**config.mk**
```make
export PLATFORM = sky130hd
export DESIGN_NAME = spi_cs_port
export DESIGN_NICKNAME = d
export VERILOG_FILES = /design/src/rtl/spi_cs_pkg.sv /design/src/rtl/spi_cs_tick.sv /design/src/rtl/spi_cs_sync.sv /design/src/rtl/spi_cs_shreg.sv /design/src/rtl/spi_cs_port.sv
export SDC_FILE = /design/constraint.sdc
export NUM_CORES = 1
export LEC_CHECK = 0
export BUFFER_PORTS_ARGS = -buffer_cell sky130_fd_sc_hd__buf_2
export CORE_MARGIN = 1.5
export CORE_UTILIZATION = 55
export CTS_BUF_LIST = sky130_fd_sc_hd__clkbuf_8 sky130_fd_sc_hd__clkbuf_16
export DETAILED_ROUTE_END_ITERATION = 10
export PLACE_DENSITY_LB_ADDON = 0.12
export SYNTH_ARGS = -nofsm -noshare
export SYNTH_HDL_FRONTEND = slang
export SYNTH_SLANG_ARGS = --single-unit
```
**constraint.sdc**
```tcl
create_clock -name clk -period 2.7 [get_ports clk]
set_input_delay 0.54 -clock clk [delete_from_list [all_inputs] [get_ports clk]]
set_output_delay 0.54 -clock clk [all_outputs]
set_load 0.01 [all_outputs]
```
**src/rtl/spi_cs_pkg.sv**
```systemverilog
package spi_cs_pkg;

   typedef enum logic {
      ROLE_SLAVE  = 1'b0,
      ROLE_MASTER = 1'b1
   } role_e;

   // layout of the sampled slave-pin vector
   localparam int SYN_W  = 3;
   localparam int SYN_SS = 2;
   localparam int SYN_CK = 1;
   localparam int SYN_DI = 0;
   localparam logic [SYN_W-1:0] SYN_IDLE = 3'b100;

endpackage

```
**src/rtl/spi_cs_tick.sv**
```systemverilog
module spi_cs_tick #(
   parameter int DIV = 2
) (
   input  logic clk,
   input  logic rst_n,
   input  logic en,
   output logic tick
);

   if (DIV < 1) begin : g_bad_div
      $error("spi_cs_tick: DIV must be at least 1");
   end

   if (DIV == 1) begin : g_every
      assign tick = en;
   end else begin : g_count
      localparam int CW = $clog2(DIV);
      logic [CW-1:0] cnt;

      assign tick = en && (cnt == CW'(DIV - 1));

      always_ff @(posedge clk or negedge rst_n) begin
         if (!rst_n)
            cnt <= '0;
         else if (!en || tick)
            cnt <= '0;
         else
            cnt <= cnt + 1'b1;
      end
   end

endmodule

```
**src/rtl/spi_cs_sync.sv**
```systemverilog
module spi_cs_sync #(
   parameter int           W       = 3,
   parameter int           STAGES  = 2,
   parameter logic [W-1:0] RST_VAL = '0
) (
   input  logic         clk,
   input  logic         rst_n,
   input  logic         tick,
   input  logic [W-1:0] d,
   output logic [W-1:0] q,
   output logic         fresh
);

   if (STAGES < 2) begin : g_bad_stages
      $error("spi_cs_sync: STAGES must be at least 2");
   end

   logic [STAGES-1:0][W-1:0] st;

   always_ff @(posedge clk or negedge rst_n) begin
      if (!rst_n) begin
         st    <= {STAGES{RST_VAL}};
         fresh <= 1'b0;
      end else begin
         fresh <= tick;
         if (tick)
            st <= {st[STAGES-2:0], d};
      end
   end

   assign q = st[STAGES-1];

endmodule

```
**src/rtl/spi_cs_shreg.sv**
```systemverilog
module spi_cs_shreg #(
   parameter int W = 8
) (
   input  logic         clk,
   input  logic         rst_n,
   input  logic         load,
   input  logic [W-1:0] load_val,
   input  logic         shift,
   input  logic         sample,
   input  logic         sbit,
   output logic         tx_msb,
   output logic [W-1:0] rx_next
);

   logic [W-1:0] tx_sr;
   logic [W-2:0] rx_sr;

   always_ff @(posedge clk or negedge rst_n) begin
      if (!rst_n)
         tx_sr <= '0;
      else if (load)
         tx_sr <= load_val;
      else if (shift)
         tx_sr <= {tx_sr[W-2:0], 1'b0};
   end

   always_ff @(posedge clk or negedge rst_n) begin
      if (!rst_n)
         rx_sr <= '0;
      else if (sample)
         rx_sr <= rx_next[W-2:0];
   end

   assign tx_msb  = tx_sr[W-1];
   assign rx_next = {rx_sr, sbit};

endmodule

```
**src/rtl/spi_cs_port.sv**
```systemverilog
module spi_cs_port
   import spi_cs_pkg::*;
#(
   parameter int WORD_W      = 8,
   parameter int HALF_DIV    = 2,
   parameter int SLV_DIV     = 4,
   parameter int SYNC_STAGES = 2
) (
   input  logic              clk,
   input  logic              rst_n,
   input  logic              mst_mode_i,
   input  logic [WORD_W-1:0] tx_data_i,
   input  logic              tx_valid_i,
   output logic              tx_ready_o,
   output logic [WORD_W-1:0] rx_data_o,
   output logic              rx_valid_o,
   output logic              sclk_o,
   output logic              ss_n_o,
   input  logic              sclk_i,
   input  logic              ss_n_i,
   input  logic              sd_i,
   output logic              sd_o,
   output logic              sd_oe_o
);

   if (WORD_W < 2) begin : g_bad_word
      $error("spi_cs_port: WORD_W must be at least 2");
   end
   if (HALF_DIV < 1) begin : g_bad_half
      $error("spi_cs_port: HALF_DIV must be at least 1");
   end
   if (SLV_DIV < 1) begin : g_bad_slv
      $error("spi_cs_port: SLV_DIV must be at least 1");
   end
   if (SYNC_STAGES < 2) begin : g_bad_sync
      $error("spi_cs_port: SYNC_STAGES must be at least 2");
   end

   localparam int CW = $clog2(WORD_W + 1);
   localparam int PW = $clog2(2 * WORD_W + 1);
   localparam logic [PW-1:0] PH_LAST  = PW'(2 * WORD_W - 1);
   localparam logic [PW-1:0] PH_LSAMP = PW'(2 * WORD_W - 2);
   localparam logic [CW-1:0] CNT_FULL = CW'(WORD_W);
   localparam logic [CW-1:0] CNT_LAST = CW'(WORD_W - 1);

   role_e role_q;
   logic  is_slave;
   logic  accept;

   // master side state
   logic          m_busy;
   logic [PW-1:0] m_ph;
   logic          m_sclk_q;
   logic          m_fs_q;
   logic          m_oe_q;
   logic          m_tick;
   logic          m_start, m_shift, m_sample, m_last;

   // slave side state
   logic             s_busy;
   logic             s_armed;
   logic             s_oe_q;
   logic [CW-1:0]    s_cnt;
   logic [SYN_W-1:0] syn_q;
   logic             syn_fresh;
   logic             s_tick;
   logic [1:0]       ctl_prev;
   logic             sel_now, sel_was, ck_now, ck_was, ev_gate;
   logic             ev_sel_on, ev_sel_off, ev_ck_rise, ev_ck_fall;
   logic             s_arm, s_zero, s_shift, s_sample, s_last;

   // shared shifter controls
   logic              sh_load, sh_shift, sh_sample, sh_bit;
   logic [WORD_W-1:0] sh_val;
   logic [WORD_W-1:0] rx_next;
   logic              tx_msb;

   assign is_slave   = (role_q == ROLE_SLAVE);
   assign tx_ready_o = !m_busy && !s_busy && !s_armed && !ev_sel_on;
   assign accept     = tx_valid_i && tx_ready_o;

   // mode is latched only when nothing is pending or starting
   always_ff @(posedge clk or negedge rst_n) begin
      if (!rst_n)
         role_q <= ROLE_SLAVE;
      else if (!m_busy && !s_busy && !s_armed && !accept && !ev_sel_on)
         role_q <= mst_mode_i ? ROLE_MASTER : ROLE_SLAVE;
   end

   // ---------------- master ----------------
   spi_cs_tick #(.DIV(HALF_DIV)) u_half_tick (
      .clk   (clk),
      .rst_n (rst_n),
      .en    (m_busy),
      .tick  (m_tick)
   );

   assign m_start  = accept && !is_slave;
   assign m_sample = m_busy && m_tick && !m_ph[0];
   assign m_shift  = m_busy && m_tick && m_ph[0] && (m_ph != PH_LAST);
   assign m_last   = m_sample && (m_ph == PH_LSAMP);

   always_ff @(posedge clk or negedge rst_n) begin
      if (!rst_n) begin
         m_busy   <= 1'b0;
         m_ph     <= '0;
         m_sclk_q <= 1'b0;
         m_fs_q   <= 1'b0;
         m_oe_q   <= 1'b0;
      end else if (m_start) begin
         m_busy   <= 1'b1;
         m_ph     <= '0;
         m_sclk_q <= 1'b0;
         m_fs_q   <= 1'b1;
         m_oe_q   <= 1'b1;
      end else if (m_busy && m_tick) begin
         m_ph <= m_ph + 1'b1;
         if (!m_ph[0]) begin
            m_sclk_q <= 1'b1;
         end else begin
            m_sclk_q <= 1'b0;
            if (m_ph == PH_LAST) begin
               m_busy <= 1'b0;
               m_fs_q <= 1'b0;
               m_oe_q <= 1'b0;
            end
         end
      end
   end

   // ---------------- slave ----------------
   spi_cs_tick #(.DIV(SLV_DIV)) u_slv_tick (
      .clk   (clk),
      .rst_n (rst_n),
      .en    (1'b1),
      .tick  (s_tick)
   );

   spi_cs_sync #(
      .W       (SYN_W),
      .STAGES  (SYNC_STAGES),
      .RST_VAL (SYN_IDLE)
   ) u_pin_sync (
      .clk   (clk),
      .rst_n (rst_n),
      .tick  (s_tick),
      .d     ({ss_n_i, sclk_i, sd_i}),
      .q     (syn_q),
      .fresh (syn_fresh)
   );

   always_ff @(posedge clk or negedge rst_n) begin
      if (!rst_n)
         ctl_prev <= 2'b10;
      else if (syn_fresh)
         ctl_prev <= {syn_q[SYN_SS], syn_q[SYN_CK]};
   end

   assign sel_now    = !syn_q[SYN_SS];
   assign sel_was    = !ctl_prev[1];
   assign ck_now     = syn_q[SYN_CK];
   assign ck_was     = ctl_prev[0];
   assign ev_gate    = syn_fresh && is_slave;
   assign ev_sel_on  = ev_gate && sel_now && !sel_was;
   assign ev_sel_off = ev_gate && !sel_now && sel_was;
   assign ev_ck_rise = ev_gate && sel_now && ck_now && !ck_was;
   assign ev_ck_fall = ev_gate && sel_now && !ck_now && ck_was;

   assign s_arm    = accept && is_slave;
   assign s_zero   = ev_sel_on && !s_armed;
   assign s_sample = ev_ck_rise && s_busy && (s_cnt < CNT_FULL);
   assign s_shift  = ev_ck_fall && s_busy && (s_cnt != '0) && (s_cnt < CNT_FULL);
   assign s_last   = s_sample && (s_cnt == CNT_LAST);

   always_ff @(posedge clk or negedge rst_n) begin
      if (!rst_n) begin
         s_busy  <= 1'b0;
         s_armed <= 1'b0;
         s_oe_q  <= 1'b0;
         s_cnt   <= '0;
      end else begin
         if (s_arm)
            s_armed <= 1'b1;
         if (ev_sel_on) begin
            s_busy  <= 1'b1;
            s_oe_q  <= 1'b1;
            s_cnt   <= '0;
            s_armed <= 1'b0;
         end else if (ev_sel_off) begin
            s_busy <= 1'b0;
            s_oe_q <= 1'b0;
         end else if (s_sample) begin
            s_cnt <= s_cnt + 1'b1;
         end
      end
   end

   // ---------------- shared datapath ----------------
   assign sh_load   = m_start || s_arm || s_zero;
   assign sh_val    = s_zero ? '0 : tx_data_i;
   assign sh_shift  = m_shift || s_shift;
   assign sh_sample = m_sample || s_sample;
   assign sh_bit    = is_slave ? syn_q[SYN_DI] : sd_i;

   spi_cs_shreg #(.W(WORD_W)) u_shreg (
      .clk      (clk),
      .rst_n    (rst_n),
      .load     (sh_load),
      .load_val (sh_val),
      .shift    (sh_shift),
      .sample   (sh_sample),
      .sbit     (sh_bit),
      .tx_msb   (tx_msb),
      .rx_next  (rx_next)
   );

   always_ff @(posedge clk or negedge rst_n) begin
      if (!rst_n) begin
         rx_valid_o <= 1'b0;
         rx_data_o  <= '0;
      end else begin
         rx_valid_o <= m_last || s_last;
         if (m_last || s_last)
            rx_data_o <= rx_next;
      end
   end

   assign sclk_o  = m_sclk_q;
   assign ss_n_o  = !m_fs_q;
   assign sd_o    = tx_msb;
   assign sd_oe_o = m_oe_q || s_oe_q;

endmodule

```
### After elaboration in Yosys (flattened, before gate mapping)

Index checks and enable logic that the tools add are counted.

* memories kept: 0
* register bits after elaboration: 50
* RAM bits: 0
* word-level logic and storage cells: 109
* output and inout port bits: 14
* bits in read-only memories: 0
* latch bits: 0

* div/mod/pow operators: 0
* multipliers: 0
* bitwise logic cells: 1
* mux-type cells: 23
* reduce and logical (&&, ||, !) cells: 57
* shift operators: 0
* equality and inequality tests: 6
* add/sub/neg operators: 4
* magnitude comparators: 1

Operators with widths (number)
* logical AND 1 bit: 30
* two-way mux 8 bit: 3
* two-way mux 1 bit: 14
* nonzero test 2 bit: 7
* two-way mux 4 bit: 3
* equality test 5 x 4 -> 1 bit, second input constant: 2
* logical NOT 1 bit: 10
* two-way mux 5 bit: 2
* logical OR 1 bit: 7
* adder 5 x 1 -> 5 bit, second input constant: 1
* != test 5 x 4 -> 1 bit, second input constant: 1
* adder 4 x 1 -> 4 bit, second input constant: 1
* equality test 4 x 3 -> 1 bit, second input constant: 1
* < comparator 4 bit, second input constant: 1
* nonzero test 4 bit: 1
* AND reduction 3 bit: 1
* adder 2 x 1 -> 2 bit, second input constant: 1
* equality test 2 bit, second input constant: 1
* two-way mux 2 bit: 1
* != test 2 bit, second input constant: 1
* AND reduction 2 bit: 1
* adder 1 bit, second input constant: 1
* NOT 1 bit: 1

### Longest topological paths before layout

Gate-level depths: netlist (run 1).

* depth after elaboration: 11
* depth in mapped cells: 7
* gate-level depth less buffers: 6

### By module

A second synthesis (run 1) with hierarchy kept.

* cells, all modules: 188
* area total of the unflattened synthesis: 2337.2 µm²

Modules (own cells, without submodules)
* spi_cs_port: instances 1, cells an instance 112, seq. area each 601.8 µm², area an instance 1234.9 µm²
* spi_cs_shreg: instances 1, cells an instance 50, seq. area each 375.4 µm², area an instance 668.1 µm²
* spi_cs_sync: instances 1, cells an instance 17, seq. area each 177.7 µm², area an instance 301.5 µm²
* spi_cs_tick at u_slv_tick: instances 1, cells an instance 6, seq. area each 50.0 µm², area an instance 91.3 µm²
* spi_cs_tick at u_half_tick: instances 1, cells an instance 3, seq. area each 25.0 µm², area an instance 41.3 µm²

### Worst setup path before layout (run 1)

OpenSTA, ideal clock, no wires.

* kind: flip-flop to flip-flop
* start: register role_q
* end: register rx_data_o[0]
* slack: 947 ps
* arrival: 1628 ps
* clock period less this slack: 1753 ps
* library setup time: 125 ps
* stages on the path, launching flop included: 7
* cells stage by stage: dfrtp_1 buf_6 nand4bb_4 nor3_4 a32o_2 buf_6 mux2_4

* word-level cells in the longest chain between the ends: 9
* elaborated cells on any way between the ends: 10
* those cells by class: mux: 1; bitwise: 1; reduce/logical: 8

Ends and longest elaborated chain
* from (decl): line spi_cs_port.sv:46 `role_e role_q;`
* from (signal assigned): line spi_cs_port.sv:87 `role_q <= mst_mode_i ? ROLE_MASTER : ROLE_SLAVE;`
* NOT 1 bit: line spi_cs_port.sv:78 `assign is_slave = (role_q == ROLE_SLAVE);`
* logical AND 1 bit: line spi_cs_port.sv:163 `assign ev_gate = syn_fresh && is_slave;`
* logical AND 1 bit (3 in series): line spi_cs_port.sv:166 `assign ev_ck_rise = ev_gate && sel_now && ck_now && !ck_was;`
* logical AND 1 bit (2 in series): line spi_cs_port.sv:171 `assign s_sample = ev_ck_rise && s_busy && (s_cnt < CNT_FULL);`
* logical AND 1 bit: line spi_cs_port.sv:173 `assign s_last = s_sample && (s_cnt == CNT_LAST);`
* logical OR 1 bit: line spi_cs_port.sv:223 `if (m_last || s_last)`
* to (signal assigned): line spi_cs_port.sv:224 `rx_data_o <= rx_next;`
* to (decl): line spi_cs_port.sv:15 `output logic [WORD_W-1:0] rx_data_o,`

Parallel ways exist; a longest one is shown, timed or not.
A chain may end at the register's enable or synchronous reset.

### Final worst setup path (run 1)

* start: register role_q
* end: output tx_ready_o

* word-level cells in the longest chain between the ends: 6

Ends and longest elaborated chain
* NOT 1 bit: line spi_cs_port.sv:78
* logical AND 1 bit: line spi_cs_port.sv:163
* logical AND 1 bit (2 in series): line spi_cs_port.sv:164 `assign ev_sel_on = ev_gate && sel_now && !sel_was;`
* logical NOT 1 bit: line spi_cs_port.sv:79 `assign tx_ready_o = !m_busy && !s_busy && !s_armed && !ev_sel_on;`
* logical AND 1 bit: line spi_cs_port.sv:79
* to (decl): line spi_cs_port.sv:14 `output logic tx_ready_o,`

Every way passes these cells.

==> impl_results.md, run 1 <==
- Layout cells sized above 1: 36.70%
- Initial Util: 57.49%
- Die H: 67.66 um
- RSZ-0062 raised after global routing: false
- Crit path kind: register to output port
- Num rows: 23
- Clk Tree Root Cell: clkbuf_8
- Total nets after synthesis: between 200 and 250
- Routed WL per cell: 15.16 um
- Switching Share: 20.11%
- Fill cells: 312
- Psw: approximately 270 uW
- Clk buf depth: 2
- FF-to-FF path depth: 5
- Worst setup margin: 0.4784 ns
- Sequential share of power: between 50 and 60%
- Routability cong.: slightly below 0.8
- Largest net degree at the start of global routing: 50
- Clk slew on worst S/H paths: 0.09 ns
- Clock skew: approximately 0.0075 ns
- Layout Nets: 238
- Slew HR: about three fifths
- Routed WL: 4.063 mm
- Worst R2R Setup Slack: 0.67 ns
- Cell count after synthesis: 186
- Crit. Startpoint: role_q
- 1st-pass router iterations: 4
- Port buffer count: 28
- I/O pin count: 29
- Worst Setup EP: tx_ready_o
- Kind of end point of the critical path: output port
- Leak: ~1.2 nW
- Reg2reg start: role_q
- Dpl hpwl: between 2 and 3 mm
- CTS tree: built
- Yosys warnings: 0
- Slew @ Worst Pin: 0.5899 ns
- Fin. max-slew vios: 0
- Worst-path maximum fanout: 10
- Crit share post-route: 82.28%
- First-pass GRT wire length: 6.831 mm
- Final Hold Vio Count: 0
- Sequential area share after synthesis: a little over half
- Worst vdd ir: 303.0 uV
- Number of enable flip-flop cells after synthesis: 0
- Syn Std Cell Area: 2300 um2
- Die Wd: 67.66 um
- Diode count: 0
- Setup Fix Bufs, Post-CTS: 0
- Total grt overflow: 0
- Drc violations: 0
- Unique masters post-synth: 41
- GRT Util Overall: 20.47%
- Main synth FF type: dfrtp_1
- Clock network power share: 39.1%
- Resized cells post-CTS: 0
- Num CTS Buffers: 5
- Status: complete, no violations
- Asr flop ratio synth: 100.0%
- Place WS: 0.6879 ns
- Power Density: 523.2 nW/um2
- Iter 0 DRT Violations: 83
- Busiest grt layer: met2
- Met2 Use GR: a little over a third
- Clock sinks: 49
- Logic pwr share: 4.4%
- Global Route met1 Usage: 23.84%
- Core area: ~4000 um2
- GR met3 Demand/Resource: under 10%
- Post-DRT Antenna Nets: 0
- Setup tns final: 0 ns
- H-tree depth: 2
- Internal power: 1.081 mW
- Max_cap viols: 0
- Min cycle time layout: 2.222 ns
- Clock Latency Late Sink: around 0.30 ns
- Seq cells post-synth: 49
- Area growth syn-to-layout: 12.46%
- CP Data Arrival Time: ~1.7 ns
- CP Launch Type: register
- Fmax: around 450 MHz
- CP required: 2.16 ns
- DR vias/cell: 5.597
- Syn avg cell area: 12.36 um2
- RR Endpoint: u_shreg.tx_sr[0]
- Die area: 4578 um2
- Min-delay worst type: input port to async pin
- Initial antenna violation count: 0
- Post-CTS Hold Buffers: 0
- Via count: 1,500
- Number of global-route vias before repair: 1,573
- Finish-stage setup viols: 0
==> critical path, cell delays in order (launching register included) <==
cell      delay [ns]
dfrtp_1         0.52
nor4bb_1        0.45
buf_4           0.21
nor3_1          0.06
buf_2           0.14
==> cell usage in the layout (no fill, tap or decap), drive strengths merged, types with 2 or more instances in the layout <==
| master | n |
|---|---|
| dfrtp | 46 |
| buf | 32 |
| mux2 | 24 |
| inv | 20 |
| nand2 | 18 |
| nor2 | 12 |
| a21oi | 7 |
| o221ai | 7 |
| ha | 6 |
| clkbuf | 6 |
| o21ai | 4 |
| xnor2 | 3 |
| dfstp | 3 |
| nor3 | 3 |
| nand2b | 2 |
| and2 | 2 |
| xor2 | 2 |
| o22ai | 2 |
==> logic make-up after synthesis <==
kind of cell,Yosys count,synth area share [%]
and+or+nand+nor,47,11.32
buffers and inverters,27,5.822
AOI/OAI and AO/OA,27,10.72
DFF,49,53.48
adders and majority gates,6,3.264
muxes,25,13.49
xor gates and xnor gates,5,1.905
==> sequential cells by signal (all words and copies together), names as in the netlist <==
register,cells
s_armed,1
m_ph,5
rx_data_o,8
ctl_prev,2
u_pin_sync.st,3
u_slv_tick.g_count.cnt,2
s_cnt,4
s_oe_q,1
u_shreg.tx_sr,8
rx_valid_o,1
role_q,1
u_pin_sync.fresh,1
m_oe_q,1
u_shreg.rx_sr,7
u_pin_sync.q,3
u_half_tick.g_count.cnt,1
==> routing by layer <==
metal / wire (um) / vias to the layer above
li1: - / 708
met2: 2091 / 40
met3: 165 / 10
met5: 0 / -
met4: 92 / 0
met1: 1714 / 742
==> Yosys cell counts, types with 2 or more instances <==
library cell	instances	area share [%]
and2_1	2	0.54
ha_1	6	3.3
inv_1	19	3.1
buf_6	4	2.0
o21ai_0	4	0.87
nor3_1	2	0.44
a21oi_1	7	1.5
nor2_1	11	1.8
nand2b_1	2	0.54
mux2_2	16	7.8
buf_2	2	0.44
xnor2_1	3	1.1
nand2_1	18	2.9
dfrtp_1	46	50
mux2_4	8	5.2
o221ai_2	7	4.6
clkbuf_1	2	0.33
xor2_1	2	0.76
dfstp_2	3	3.4
==> how the worst min path moves through the flow <==
| stage | startpoint | slack (ns) | end | depth (start not counted) |
|---|---|---|---|---|
| final | rst_n | 0.33 | u_shreg.tx_sr[6] | 2 |
| after global routing | rst_n | 0.38 | u_shreg.tx_sr[6] | 2 |
| after global placement | u_slv_tick.g_count.cnt[0] | 0.41 | u_slv_tick.g_count.cnt[0] | 1 |
| after CTS | rst_n | 0.35 | u_shreg.tx_sr[6] | 2 |
| after floorplan | rst_n | 0.24 | ctl_prev[0] | 0 |
| after detailed placement | u_slv_tick.g_count.cnt[0] | 0.42 | u_slv_tick.g_count.cnt[0] | 1 |
==> power groups by stage <==
stage / registers (mW) / clock network (mW) / logic (mW)
2_1_floorplan: 0.780 / 0 / 0.0230
3_3_place_gp: 0.778 / 0 / 0.0584
3_5_place_dp: 0.779 / 0 / 0.0615
4_1_cts: 0.765 / 0.543 / 0.0612
5_1_grt: 0.768 / 0.564 / 0.0668
6_report: 0.765 / 0.529 / 0.0591
==> through the flow <==
stage          instances  hold WS (ns)  util [%]  cell area (um2)  power [mW]
2_1_floorplan        186        0.2444         -             2300      0.8025
3_3_place_gp         260        0.4134     61.75             2470      0.8368
3_5_place_dp         260        0.4233     61.75             2470      0.8407
4_1_cts              268        0.3457     64.65             2586       1.369
5_1_grt              268        0.3829     64.65             2586       1.398
6_report             268        0.3251     64.65             2586       1.353
==> area by class of cell <==
type / count / area, um2 / share of cell area (%)
Tap cell: 50 / 62.56 / 2.419
Inverter: 19 / 71.32 / 2.758
Multi-Input combinational cell: 110 / 935.9 / 36.19
Clock inverter: 2 / 33.78 / 1.306
Timing Repair Buffer: 32 / 170.2 / 6.580
Sequential cell: 49 / 1230 / 47.56
Clock buffer: 6 / 82.58 / 3.193
Power figures use the tool's default switching activity.
==> run 2, diff against run 1 <==
--- a/config.mk
+++ b/config.mk
@@ -7,7 +7,7 @@
 export LEC_CHECK = 0
 export BUFFER_PORTS_ARGS = -buffer_cell sky130_fd_sc_hd__buf_2
 export CORE_MARGIN = 1.5
-export CORE_UTILIZATION = 55
+export CORE_UTILIZATION = 51
 export CTS_BUF_LIST = sky130_fd_sc_hd__clkbuf_8 sky130_fd_sc_hd__clkbuf_16
 export DETAILED_ROUTE_END_ITERATION = 10
 export PLACE_DENSITY_LB_ADDON = 0.12
==> constraint.sdc (replaced) <==
create_clock -name clk -period 1.8 [get_ports clk]
set_input_delay 0.36 -clock clk [delete_from_list [all_inputs] [get_ports clk]]
set_output_delay 0.36 -clock clk [all_outputs]
set_load 0.01 [all_outputs]
==> impl_results.md, run 2 (synthesis results as in run 1) <==
- Core area: 4354 um2
- Final non-filler cell total: 282
- Crit share post-route: 97.53%
- CP required: approximately 1.4 ns
- Initial Util: 52.82%
- Die Wd: 70.15 um
- Dpl hpwl: 2.958 mm
- Clock skew: 0.007598 ns
- Tot Pwr: approximately 2 mW
- Post-layout util: 63.42%
- Final Hold Vio Count: 0
- CP Data Arrival Time: 1.40 ns
- Min cycle time layout: 1.756 ns
- Die H: between 70 and 80 um
- Clock Latency Late Sink: 0.30 ns
- Area growth syn-to-layout: 20.08%
- Number of global-route vias before repair: 1,557
- RSZ-0062 raised after global routing: true
- Top flop regs: rx_data_o: 8 flops, u_shreg.tx_sr: 8 flops, u_shreg.rx_sr: 7 flops
- Most common cell after layout, fill and taps aside: dfrtp_1
- Initial antenna violation count: 0
- Routed WL: 4.321 mm
- Worst vdd ir: approximately 500 uV
- Layout cells sized above 1: 44.35%
- Layout Nets: 250
- Total grt overflow: 0
- RR Endpoint: u_shreg.tx_sr[7]
- DR vias/cell: 5.372
- Slew @ Worst Pin: 0.6078 ns
- Slew HR: 59.48%
- Clock sinks: between 40 and 50
- Post-Place Cells: 273
- CP max-delay cell: dfrtp_1
- GRT Util Overall: 18.68%
- Diode count: 0
- CP Launch Type: register
- Clk buf depth: 2
- H-tree depth: 2
- Reg2reg start: m_ph[0]
- Leak: about 1.2 nW
- 1st-pass router iterations: 4
- Max_cap viols: 0
- Port buffer count: 28
- Most frequent cells in the layout: dfrtp_1 (46), buf_2 (28), inv_1 (19), nand2_1 (18)
- Via count: 1,515
- First-pass GRT wire length: 7.217 mm
- Clk Tree Root Cell: clkbuf_8
- Finish-stage setup viols: 0
- I/O pin count: 29
- Kind of end point of the critical path: output port
- Power Density: 741.3 nW/um2
- Clk slew on worst S/H paths: 0.08 ns
- Largest net degree at the start of global routing: 50
- Fmax: 569.6 MHz
- Routability cong.: 0.8114
- Routed WL per cell: 15.32 um
- Num rows: 24
- Worst R2R Setup Slack: 0.08 ns
- Post-CTS Hold Buffers: 0
- Final Cell Area: 2761 um2
- Worst path max stage delay: 0.39 ns
- Worst-path maximum fanout: 6
- CTS tree: built
- Min-delay worst type: input port to async pin
- Fin. max-slew vios: 0
- Num CTS Buffers: 5
- Iter 0 DRT Violations: 55
- Drc violations: 0
- Post-DRT Antenna Nets: 0
- Die area: slightly below 5000 um2
- Crit path kind: register to output port
- Standard cell area after detailed placement: between 2000 and 3000 um2
- Status: complete, no violations
- Setup tns final: 0 ns
- FF-to-FF path depth: 6
- Crit-path cells: buf_4 -> nor2_2 -> inv_1 -> nor3_2 -> buf_2
run 2: worst max-delay path by stage:
stage,slack (ns),from,depth (start not counted),to
floorplan,0.05,role_q,6,rx_data_o[0]
global placement,-0.06,ctl_prev[1],6,u_shreg.tx_sr[4]
detailed placement,-0.06,ctl_prev[1],6,u_shreg.tx_sr[7]
CTS,-0.03,ctl_prev[1],5,tx_ready_o
global route,-0.03,m_oe_q,5,tx_ready_o
finish,0.04,m_oe_q,5,tx_ready_o
run 2: area by class of cell:
class,instances,area [um2]
fillers,343,1593
clock inverters,2,37.54
clock buffers,6,82.58
inverters,19,71.32
repair buffers,44,260.3
multi-input cells,110,1015
well taps,52,65.06
flip-flops and latches,49,1230
run 2: where the power goes:
part	internal [mW]	leakage, nW	total, mW	switching, mW
Sequential	1.13	0.608	1.14	0.0155
Clock	0.451	0.0574	0.806	0.354
Combinational	0.0483	0.579	0.0969	0.0486
run 2: worst max-delay path, delay by kind of cell (launching register included):
kind                   cells  cell delay [ns]
flip-flops                 1             0.39
buffers and inverters      3             0.39
AND/OR/NAND/NOR            2             0.31
run 2: repair_timing:
action	CTS	global route
resized for setup	3	11
pin swaps	1	5
setup buffers	3	0
setup endpoints to repair	9	17
run 2: per-layer routing:
| layer | share of wire, % | vias to the layer above | track usage (%) |
|---|---|---|---|
| li1 | - | 728 | - |
| met3 | 2.8 | 10 | 3.752 |
| met5 | 0 | - | 0 |
| met4 | 2.2 | 0 | 8.547 |
| met1 | 46 | 752 | 24.18 |
| met2 | 49 | 25 | 30.37 |
run 2: per-stage QoR:
step           hold WS [ns]  setup slack, ns
2_1_floorplan       0.06441          0.04675
3_3_place_gp         0.4133         -0.05821
3_5_place_dp         0.4193         -0.05971
4_1_cts              0.1671         -0.03080
5_1_grt              0.1964         -0.02674
6_report             0.1451          0.04443
==> run 3, diff against run 2 <==
--- a/config.mk
+++ b/config.mk
@@ -11,6 +11,7 @@
 export CTS_BUF_LIST = sky130_fd_sc_hd__clkbuf_8 sky130_fd_sc_hd__clkbuf_16
 export DETAILED_ROUTE_END_ITERATION = 10
 export PLACE_DENSITY_LB_ADDON = 0.12
+export REMOVE_ABC_BUFFERS = 1
 export SYNTH_ARGS = -nofsm -noshare
 export SYNTH_HDL_FRONTEND = slang
 export SYNTH_SLANG_ARGS = --single-unit
==> impl_results.md, run 3 (synthesis results as in run 1) <==
- Status: finished with violations
- Failing checks: negative setup slack
- Fin. max-slew vios: 0
- Final Hold Vio Count: 0
- GRT Util Overall: 18.52%
- CP max-delay cell: dfstp_2
- Routability cong.: 0.8542
- Die area: 4921 um2
- Clk slew on worst S/H paths: 0.09 ns
- Max_cap viols: 0
- Worst setup margin: -0.002556 ns
- Post-CTS Hold Buffers: 0
- Largest net degree at the start of global routing: 50
- Clock skew: 0.006515 ns
- Most common cell after layout, fill and taps aside: dfrtp_1
- DR vias/cell: between 5 and 6
- Final non-filler cell total: 283
- CP Data Arrival Time: 1.44 ns
- Layout cells sized above 1: 44.16%
- Area growth syn-to-layout: 19.48%
- I/O pin count: 29
- Crit-path cells: nor4bb_4 -> buf_4 -> nor3_4 -> buf_2
- Slew HR: 59.82%
- RSZ-0062 raised after global routing: true
- Die Wd: 70.15 um
- Die H: 70.15 um
- Most frequent cells in the layout: dfrtp_1 (44), buf_2 (28), inv_1 (19), nand2_1 (18), buf_4 (17)
- Clock Latency Late Sink: about 0.3 ns
- Core area: 4354 um2
- Iter 0 DRT Violations: 41
- Crit path kind: register to output port
- Crit share post-route: 100.1%
- Clk buf depth: 2
- First-pass GRT wire length: ~7.2 mm
- Drc violations: 0
- Num rows: 24
- CTS tree: built
- Worst R2R Setup Slack: 0.04 ns
- Number of global-route vias before repair: 1,551
- Worst vdd ir: 539.6 uV
- Dpl hpwl: 3.100 mm
- Fill cells: 345
- Fmax: 554.8 MHz
- Initial antenna violation count: 0
- 1st-pass router iterations: 4
- Post-Place Cells: 272
- Min cycle time layout: ~1.8 ns
- Layout Nets: approximately 250
- Initial Util: between 50% and 60%
- Num CTS Buffers: 5
- Clock sinks: 49
- Place WS: -0.1363 ns
- Top flop regs: rx_data_o: 8 flops, u_shreg.tx_sr: 8 flops, u_shreg.rx_sr: 7 flops
- Diode count: 0
- Kind of end point of the critical path: output port
- Leak: 1.246 nW
- Power Density: 688.6 nW/um2
- Slew @ Worst Pin: between 0.6 and 0.7 ns
- CP Launch Type: register
- Clk Tree Root Cell: clkbuf_8
- Min-delay worst type: input port to async pin
- Total grt overflow: 0
- Worst-path maximum fanout: 4
- Port buffer count: 28
- Routed WL: roughly 4.3 mm
- Worst path max stage delay: 0.54 ns
- Post-DRT Antenna Nets: 0
- Routed WL per cell: 15.24 um
- CP required: about 1.4 ns
- Via count: 1,540
- Finish-stage setup viols: 1
- H-tree depth: 2
-- run 3: final timing paths --
path | from | end | cells after the start
max | ctl_prev[1] | tx_ready_o | 4
min | rst_n | s_oe_q | 2
max reg2reg | u_pin_sync.q[2] | u_shreg.tx_sr[6] | 6
min reg2reg | u_slv_tick.g_count.cnt[0] | u_slv_tick.g_count.cnt[0] | 1
max in group asynchronous | rst_n | u_pin_sync.fresh | 2
min in group clk | tx_data_i[6] | u_shreg.tx_sr[6] | 3
-- run 3: repair_timing --
item                                   CTS  global route
endpoints found under the hold margin    0             0
setup endpoints to repair               16            25
pin swaps                                2             9
setup buffers                            2             2
resized for setup                        8             6
-- run 3: through the flow --
stage	TNS, ns	power, mW	hold slack [ns]	util, %	instance area, um2
finish	-0.002556	1.892	0.1414	63.10	2748
detailed placement	-0.8622	1.264	0.4187	58.79	2560
CTS	-0.01835	1.910	0.1652	62.21	2709
floorplan	-4.348	1.204	0.06441	-	2237
global route	-0.1979	1.972	0.1909	63.10	2748
global placement	-0.1538	1.258	0.4132	58.79	2560
-- run 3: cell type report --
type / instances / area (um2) / area share (%)
tap: 52 / 65.06 / 2.368
clock buffer: 5 / 68.82 / 2.505
sequential: 49 / 1232 / 44.85
multi-input combinational: 110 / 1021 / 37.16
inverter: 19 / 71.32 / 2.596
clock inverter: 3 / 21.27 / 0.7741
timing repair buffer: 45 / 267.8 / 9.745
-- run 3: critical path: cells and delay by family, from the launching register on --
family                 cells  cell delay [ns]
AND/OR/NAND/NOR            2             0.28
flip-flops                 1             0.54
buffers and inverters      2             0.32
-- run 3: layer usage --
layer  vias to the layer above  wire length [um]  global-route usage [%]
met5                         -                 0                       0
met4                         0                31                   5.128
met3                         5               213                   4.473
met2                        32              2174                   30.69
met1                       773              1893                   24.43
li1                        730                 -                       -
-- run 3: power breakdown --
group	internal, mW	switching, mW	leakage (nW)	total [mW]
clock	0.276	0.373	0.0445	0.649
combinational	0.0489	0.0481	0.596	0.0969
sequential	1.13	0.0173	0.605	1.15
